`src/rtl/nco_pkg.sv`:
```
package nco_pkg;

  // atan(2^-i) expressed in binary-angle units where 2^16 is a full turn
  function automatic int atan_bam16(input int idx);
    case (idx)
      0:  return 8192;
      1:  return 4836;
      2:  return 2555;
      3:  return 1297;
      4:  return 651;
      5:  return 326;
      6:  return 163;
      7:  return 81;
      8:  return 41;
      9:  return 20;
      10: return 10;
      11: return 5;
      12: return 3;
      13: return 1;
      14: return 1;
      default: return 0;
    endcase
  endfunction

  // same angle rescaled to a phase word of pw bits
  function automatic int atan_scaled(input int idx, input int pw);
    int base;
    base = atan_bam16(idx);
    if (pw >= 16) return base <<< (pw - 16);
    return base >>> (16 - pw);
  endfunction

  // inverse CORDIC gain (about 0.60725) with frac fractional bits
  function automatic int start_gain(input int frac);
    if (frac >= 16) return 39797 <<< (frac - 16);
    return (39797 + (1 <<< (15 - frac))) >>> (16 - frac);
  endfunction

endpackage

```
`src/rtl/nco_phase_acc.sv`:
```
module nco_phase_acc #(
  parameter int PW = 16
) (
  input  logic          clk,
  input  logic          rst,
  input  logic [PW-1:0] freq_i,
  input  logic [PW-1:0] tune_i,
  output logic [PW-1:0] phase_o
);
  logic [PW-1:0] phase_q;

  always_ff @(posedge clk) begin
    if (rst) phase_q <= '0;
    else     phase_q <= phase_q + freq_i + tune_i;
  end

  assign phase_o = phase_q;


  acc_step_chk: assert property (@(posedge clk) disable iff (rst)
    1'b1 |=> PW'(phase_q - $past(phase_q)) == PW'($past(freq_i) + $past(tune_i)));

endmodule

```
`src/rtl/nco_quadrant_fold.sv`:
```
module nco_quadrant_fold #(
  parameter int PW   = 16,
  parameter int ZW   = 17,
  parameter int DW   = 18,
  parameter int FRAC = 14
) (
  input  logic                 clk,
  input  logic                 rst,
  input  logic [PW-1:0]        phase_i,
  output logic signed [DW-1:0] x_o,
  output logic signed [DW-1:0] y_o,
  output logic signed [ZW-1:0] z_o,
  output logic                 neg_o
);
  import nco_pkg::*;

  localparam int HALF_PI = 2 ** (PW - 2);
  localparam logic signed [DW-1:0] X_START = DW'(start_gain(FRAC));

  logic [1:0]    quad;
  logic          outer;
  logic [PW-1:0] angle_bits;

  assign quad       = phase_i[PW-1:PW-2];
  assign outer      = quad[1] ^ quad[0];
  assign angle_bits = {phase_i[PW-1] ^ outer, phase_i[PW-2:0]};

  always_ff @(posedge clk) begin
    if (rst) begin
      x_o   <= '0;
      y_o   <= '0;
      z_o   <= '0;
      neg_o <= 1'b0;
    end else begin
      x_o   <= X_START;
      y_o   <= '0;
      z_o   <= ZW'($signed(angle_bits));
      neg_o <= outer;
    end
  end


  fold_range_chk: assert property (@(posedge clk) disable iff (rst)
    (int'(z_o) >= -HALF_PI) && (int'(z_o) < HALF_PI));

endmodule

```
`src/rtl/nco_cordic_stage.sv`:
```
module nco_cordic_stage #(
  parameter int DW  = 18,
  parameter int ZW  = 17,
  parameter int PW  = 16,
  parameter int IDX = 0
) (
  input  logic                 clk,
  input  logic                 rst,
  input  logic signed [DW-1:0] x_i,
  input  logic signed [DW-1:0] y_i,
  input  logic signed [ZW-1:0] z_i,
  input  logic                 neg_i,
  output logic signed [DW-1:0] x_o,
  output logic signed [DW-1:0] y_o,
  output logic signed [ZW-1:0] z_o,
  output logic                 neg_o
);
  import nco_pkg::*;

  localparam int STEP_I = atan_scaled(IDX, PW);
  localparam logic signed [ZW-1:0] STEP = ZW'(STEP_I);

  logic                 turn_pos;
  logic signed [DW-1:0] x_sh, y_sh;
  int                   z_mag;

  assign turn_pos = ~z_i[ZW-1];
  assign x_sh     = x_i >>> IDX;
  assign y_sh     = y_i >>> IDX;
  assign z_mag    = (z_o < 0) ? -int'(z_o) : int'(z_o);

  always_ff @(posedge clk) begin
    if (rst) begin
      x_o   <= '0;
      y_o   <= '0;
      z_o   <= '0;
      neg_o <= 1'b0;
    end else begin
      x_o   <= turn_pos ? x_i - y_sh : x_i + y_sh;
      y_o   <= turn_pos ? y_i + x_sh : y_i - x_sh;
      z_o   <= turn_pos ? z_i - STEP : z_i + STEP;
      neg_o <= neg_i;
    end
  end


  residual_bound_chk: assert property (@(posedge clk) disable iff (rst)
    z_mag <= STEP_I + 16);

endmodule

```
`src/rtl/nco_cordic_osc.sv`:
```
module nco_cordic_osc #(
  parameter int PHASE_W = 16,
  parameter int OUT_W   = 16,
  parameter int STAGES  = 14
) (
  input  logic                    clk,
  input  logic                    rst,
  input  logic [PHASE_W-1:0]      freq_word,
  input  logic [PHASE_W-1:0]      tune_word,
  output logic signed [OUT_W-1:0] sin_out,
  output logic signed [OUT_W-1:0] cos_out,
  output logic                    out_valid
);
  localparam int FRAC = OUT_W - 2;
  localparam int DW   = OUT_W + 2;
  localparam int ZW   = PHASE_W + 1;
  localparam int LAT  = STAGES + 2;
  localparam int AMP  = 2 ** FRAC + 16;

  logic [PHASE_W-1:0]   phase;
  logic signed [DW-1:0] xs [0:STAGES];
  logic signed [DW-1:0] ys [0:STAGES];
  logic signed [ZW-1:0] zs [0:STAGES];
  logic                 negs [0:STAGES];
  logic [LAT-1:0]       vld_q;

  nco_phase_acc #(.PW(PHASE_W)) u_acc (
    .clk(clk), .rst(rst), .freq_i(freq_word), .tune_i(tune_word), .phase_o(phase)
  );

  nco_quadrant_fold #(.PW(PHASE_W), .ZW(ZW), .DW(DW), .FRAC(FRAC)) u_fold (
    .clk(clk), .rst(rst), .phase_i(phase),
    .x_o(xs[0]), .y_o(ys[0]), .z_o(zs[0]), .neg_o(negs[0])
  );

  for (genvar g = 0; g < STAGES; g++) begin : g_stage
    nco_cordic_stage #(.DW(DW), .ZW(ZW), .PW(PHASE_W), .IDX(g)) u_stage (
      .clk(clk), .rst(rst),
      .x_i(xs[g]), .y_i(ys[g]), .z_i(zs[g]), .neg_i(negs[g]),
      .x_o(xs[g+1]), .y_o(ys[g+1]), .z_o(zs[g+1]), .neg_o(negs[g+1])
    );
  end

  always_ff @(posedge clk) begin
    if (rst) begin
      sin_out <= '0;
      cos_out <= '0;
      vld_q   <= '0;
    end else begin
      cos_out <= OUT_W'(negs[STAGES] ? -xs[STAGES] : xs[STAGES]);
      sin_out <= OUT_W'(negs[STAGES] ? -ys[STAGES] : ys[STAGES]);
      vld_q   <= {vld_q[LAT-2:0], 1'b1};
    end
  end

  assign out_valid = vld_q[LAT-1];


  reset_clear_chk: assert property (@(posedge clk)
    rst |=> (sin_out == 0) && (cos_out == 0) && !out_valid);


  valid_hold_chk: assert property (@(posedge clk) disable iff (rst)
    out_valid |=> out_valid);


  out_range_chk: assert property (@(posedge clk) disable iff (rst)
    out_valid |-> (int'(cos_out) <= AMP) && (int'(cos_out) >= -AMP)
               && (int'(sin_out) <= AMP) && (int'(sin_out) >= -AMP));

endmodule

```
`config.mk`:
```
export PLATFORM = sky130hd
export DESIGN_NAME = nco_cordic_osc
export DESIGN_NICKNAME = d
export VERILOG_FILES = /design/src/rtl/nco_pkg.sv /design/src/rtl/nco_phase_acc.sv /design/src/rtl/nco_quadrant_fold.sv /design/src/rtl/nco_cordic_stage.sv /design/src/rtl/nco_cordic_osc.sv
export SDC_FILE = /design/constraint.sdc
export NUM_CORES = 2
export LEC_CHECK = 0
export ABC_CLOCK_PERIOD_IN_PS = 9400
export BUFFER_PORTS_ARGS = -buffer_cell sky130_fd_sc_hd__clkbuf_2
export CORE_MARGIN = 8
export CORE_UTILIZATION = 50
export CTS_BUF_LIST = sky130_fd_sc_hd__clkbuf_2 sky130_fd_sc_hd__clkbuf_4 sky130_fd_sc_hd__clkbuf_8
export DETAILED_ROUTE_END_ITERATION = 6
export PLACE_DENSITY = 0.63
export RECOVER_POWER = 100
export SLEW_MARGIN = 5
export SYNTH_ARGS = -nofsm -noshare
export SYNTH_HDL_FRONTEND = slang
export SYNTH_SLANG_ARGS = --single-unit
```
`constraint.sdc`:
```
create_clock -name clk -period 9.4 [get_ports clk]
set_input_delay 1.41 -clock clk [delete_from_list [all_inputs] [get_ports clk]]
set_output_delay 1.41 -clock clk [all_outputs]
set_load 0.005 [all_outputs]
```
==> results.py <==
metrics = {
    "logic_synthesis": {
        "synth-edff-count": 0,
        "synthTopCellsByCount": "901 x nor2_1, 763 x dfxtp_1, 667 x ha_1",
        "syn_area_sq_um": 53300,
        "yosysWarnings": 0,
        "syn_nets": 7106,
        "synth_seq_area_share_pct": 28.7,
        "synth_top_area_share_pct": 28.7,
        "syn_inst": 6352,
        "ys_top_cells_by_area": "dfxtp_1 29%, ha_1 16%, nor2_1 6.4%",
        "synth_top_flop_cell": "dfxtp_1",
        "synth.most_common_cell": "nor2_1",
        "synth_top_area_cell": "dfxtp_1",
        "synth.distinct_cells": 88,
        "synthArstFlopShare_pct": 0,
        "ys_ff_latch": 763,
        "syn_avg_cell_area_sq_um": 8.38,
    },
    "die": {
        "die_height_um": 342,
        "die-area_sq_um": 117000,
        "fp-row-count": 119,
        "io_pins": 67,
        "core-area_sq_um": 105000,
        "start_util_pct": 50.5,
        "die_w_um": 342,
    },
    "detailed_routing": {
        "routed_wl_um": 130000,
        "vias": 44600,
        "drtAntennaViolNets": 0,
        "drtIter0Drc": 2583,
        "drt_pass1_iterations": 7,
        "route.met3.wl_um": 5300,
        "routedWlPerCell_um": 16.5,
        "top_layer": "met4",
        "route.met2.wl_um": 59200,
        "drc": 2,
        "drt-vias-per-instance": 5.63,
        "m1WireLength_um": 63000,
    },
    "flow_run": {
        "cap_violations": 12,
    },
    "sta": {
        "final_max_slew_viol_count": 736,
        "hold_violations": 0,
        "fmax_mhz": 163,
        "worst_slack_ns": 3.27,
        "rsz0062_at_grt": "false",
        "setup_tns_ns": 0,
        "clock-skew-final_ns": 0.0243,
        "worst_pin_slew_ns": 4.16,
        "max_slew_margin_pct": -177,
        "period_needed_ns": 6.13,
        "setup_viol": 0,
        "min_period_over_period_pct": 65.2,
        "whs_ns": 0.419,
    },
    "worst_setup_path": {
        "worst-path-max-fanout": 113,
        "crit_buf_inv": 3,
        "path_class": "primary input to flop",
        "r2r_slack_ns": 3.34,
        "r2r_cells": 10,
        "worstPathArrival_ns": 6.68,
        "crit_cells": 6,
        "end_kind": "flop",
        "cpLargestDelayFamily": "buffers and inverters",
        "worst_path_max_delay_cell": "clkbuf_1",
        "cpPeakStageDelay_ns": 2.10,
        "crit_top_cell": "clkbuf_1",
        "required_ns": 9.95,
        "path_cells": "buf_8 > clkbuf_1 > clkbuf_1 > nor4_1 > a31oi_1 > o311ai_0",
        "crit_path_start_kind": "primary input",
    },
    "cts": {
        "cts_resized": 0,
        "cts_made_buffers": 140,
        "cts_max_level": 4,
        "cts_setup_buffers": 0,
        "clk_latency_ns": 0.83,
        "hold_buffers": 0,
        "clk_pin_slew_worst_paths_ns": 0.06,
        "cts_max_path_buffers": 3,
        "cts.sinks": 763,
        "root_buffer": "clkbuf_8",
        "cts_tree": "built",
    },
    "global_route": {
        "grt_overflow": 0,
        "grt_max_degree": 213,
        "grt_util_all_layers_pct": 21.7,
        "grt_pass1_vias": 42900,
        "antenna_found_initial": 3,
        "grt_pass1_wl_um": 215000,
    },
    "cells_and_area": {
        "final_nets": 7181,
        "drive_above_1_share_pct": 5.66,
        "flow.area_growth_from_synthesis_pct": 8.75,
        "fill_cells": 10000,
    },
    "run_status": {
        "status": "complete, but fails checks",
        "violations": "DRC, capacitance limit, slew limit",
    },
    "placed_design": {
        "io_buffers": 66,
        "post-place-ws_ns": 5.04,
        "place_congestion": 0.889,
        "dp_hpwl_um": 100000,
    },
    "worst_hold_path": {
        "hold_depth": 1,
        "min_path_type": "flop to flop",
    },
}
==> area by class of cell <==
cell class              count  area [sq um]  share of cell area (%)
diodes                      3          7.51                  0.0130
inverters                 254           955                    1.65
well taps                1391          1740                    3.01
multi-input cells        5183         36400                    62.9
flip-flops and latches    763         15300                    26.4
repair buffers             85           403                   0.696
clock buffers             202          2590                    4.47
clock inverters            36           514                   0.888
==> metal layers <==
metal / vias to the layer above / GRT usage [%]
li1: 22900 / -
met5: - / 0
met1: 20700 / 29.1
met4: 0 / 6.17
met2: 795 / 36.3
met3: 197 / 3.20
==> cells by family (layout without fill, tap and decap cells) <==
family / after synthesis / count (layout) / share of synthesized area [%]
xor gates and xnor gates: 660 / 660 / 10.9
muxes: 64 / 64 / 1.29
buffers and inverters: 406 / 577 / 2.88
other: 0 / 3 / 0
and+or+nand+nor: 2040 / 2040 / 18.1
adders and majority gates: 720 / 720 / 17.7
DFF: 763 / 763 / 28.7
AOI/OAI and AO/OA: 1699 / 1699 / 20.5
==> worst register-to-register path, delay by kind of cell (launching register included) <==
| kind | cells | cell delay [ns] |
|---|---|---|
| buffers and inverters | 2 | 2.50 |
| DFF | 1 | 0.32 |
| muxes | 1 | 0.35 |
| and+or+nand+nor | 1 | 0.26 |
| AOI/OAI and AO/OA | 5 | 1.85 |
| adders and majority gates | 1 | 0.66 |
==> placed cells by master (no fill, tap or decap), drive strengths merged, types with 117 or more instances in the layout <==
cell | synthesis | layout
nor2 | 901 | 901
dfxtp | 763 | 763
ha | 667 | 667
a21oi | 474 | 474
o21ai | 350 | 350
xnor2 | 341 | 341
xor2 | 319 | 319
nand2 | 278 | 278
clkbuf | 131 | 278
inv | 252 | 257
nor3 | 203 | 203
a21o | 193 | 193
nor2b | 187 | 187
a211oi | 117 | 117
==> state kept, by name (all words and copies together), names as in the netlist, 14 cells and up <==
register	count
cos_out	16
g_stage.u_stage.z_o	204
g_stage.u_stage.neg_o	14
g_stage.u_stage.x_o	231
u_acc.phase_o	16
vld_q	15
u_fold.z_o	16
g_stage.u_stage.y_o	233
sin_out	16
==> metrics by stage <==
step	utilization (%)	area (sq um)	std cells
CTS	55.0	58000	7914
floorplan	-	53300	6352
global placement	52.1	54900	7676
finish	54.9	57900	7917
global route	54.9	57900	7917
detailed placement	52.1	54900	7676
==> final timing paths <==
check | startpoint | endpoint
max | rst | g_stage[8].u_stage.x_o[13]
min | u_fold.z_o[7] | g_stage[0].u_stage.z_o[7]
max reg2reg | g_stage[5].u_stage.z_o[16] | g_stage[6].u_stage.z_o[15]
min reg2reg | u_fold.z_o[7] | g_stage[0].u_stage.z_o[7]
Power is not shown: default switching activity piles up to over one toggle a cycle in this logic, so the estimate is an artifact.
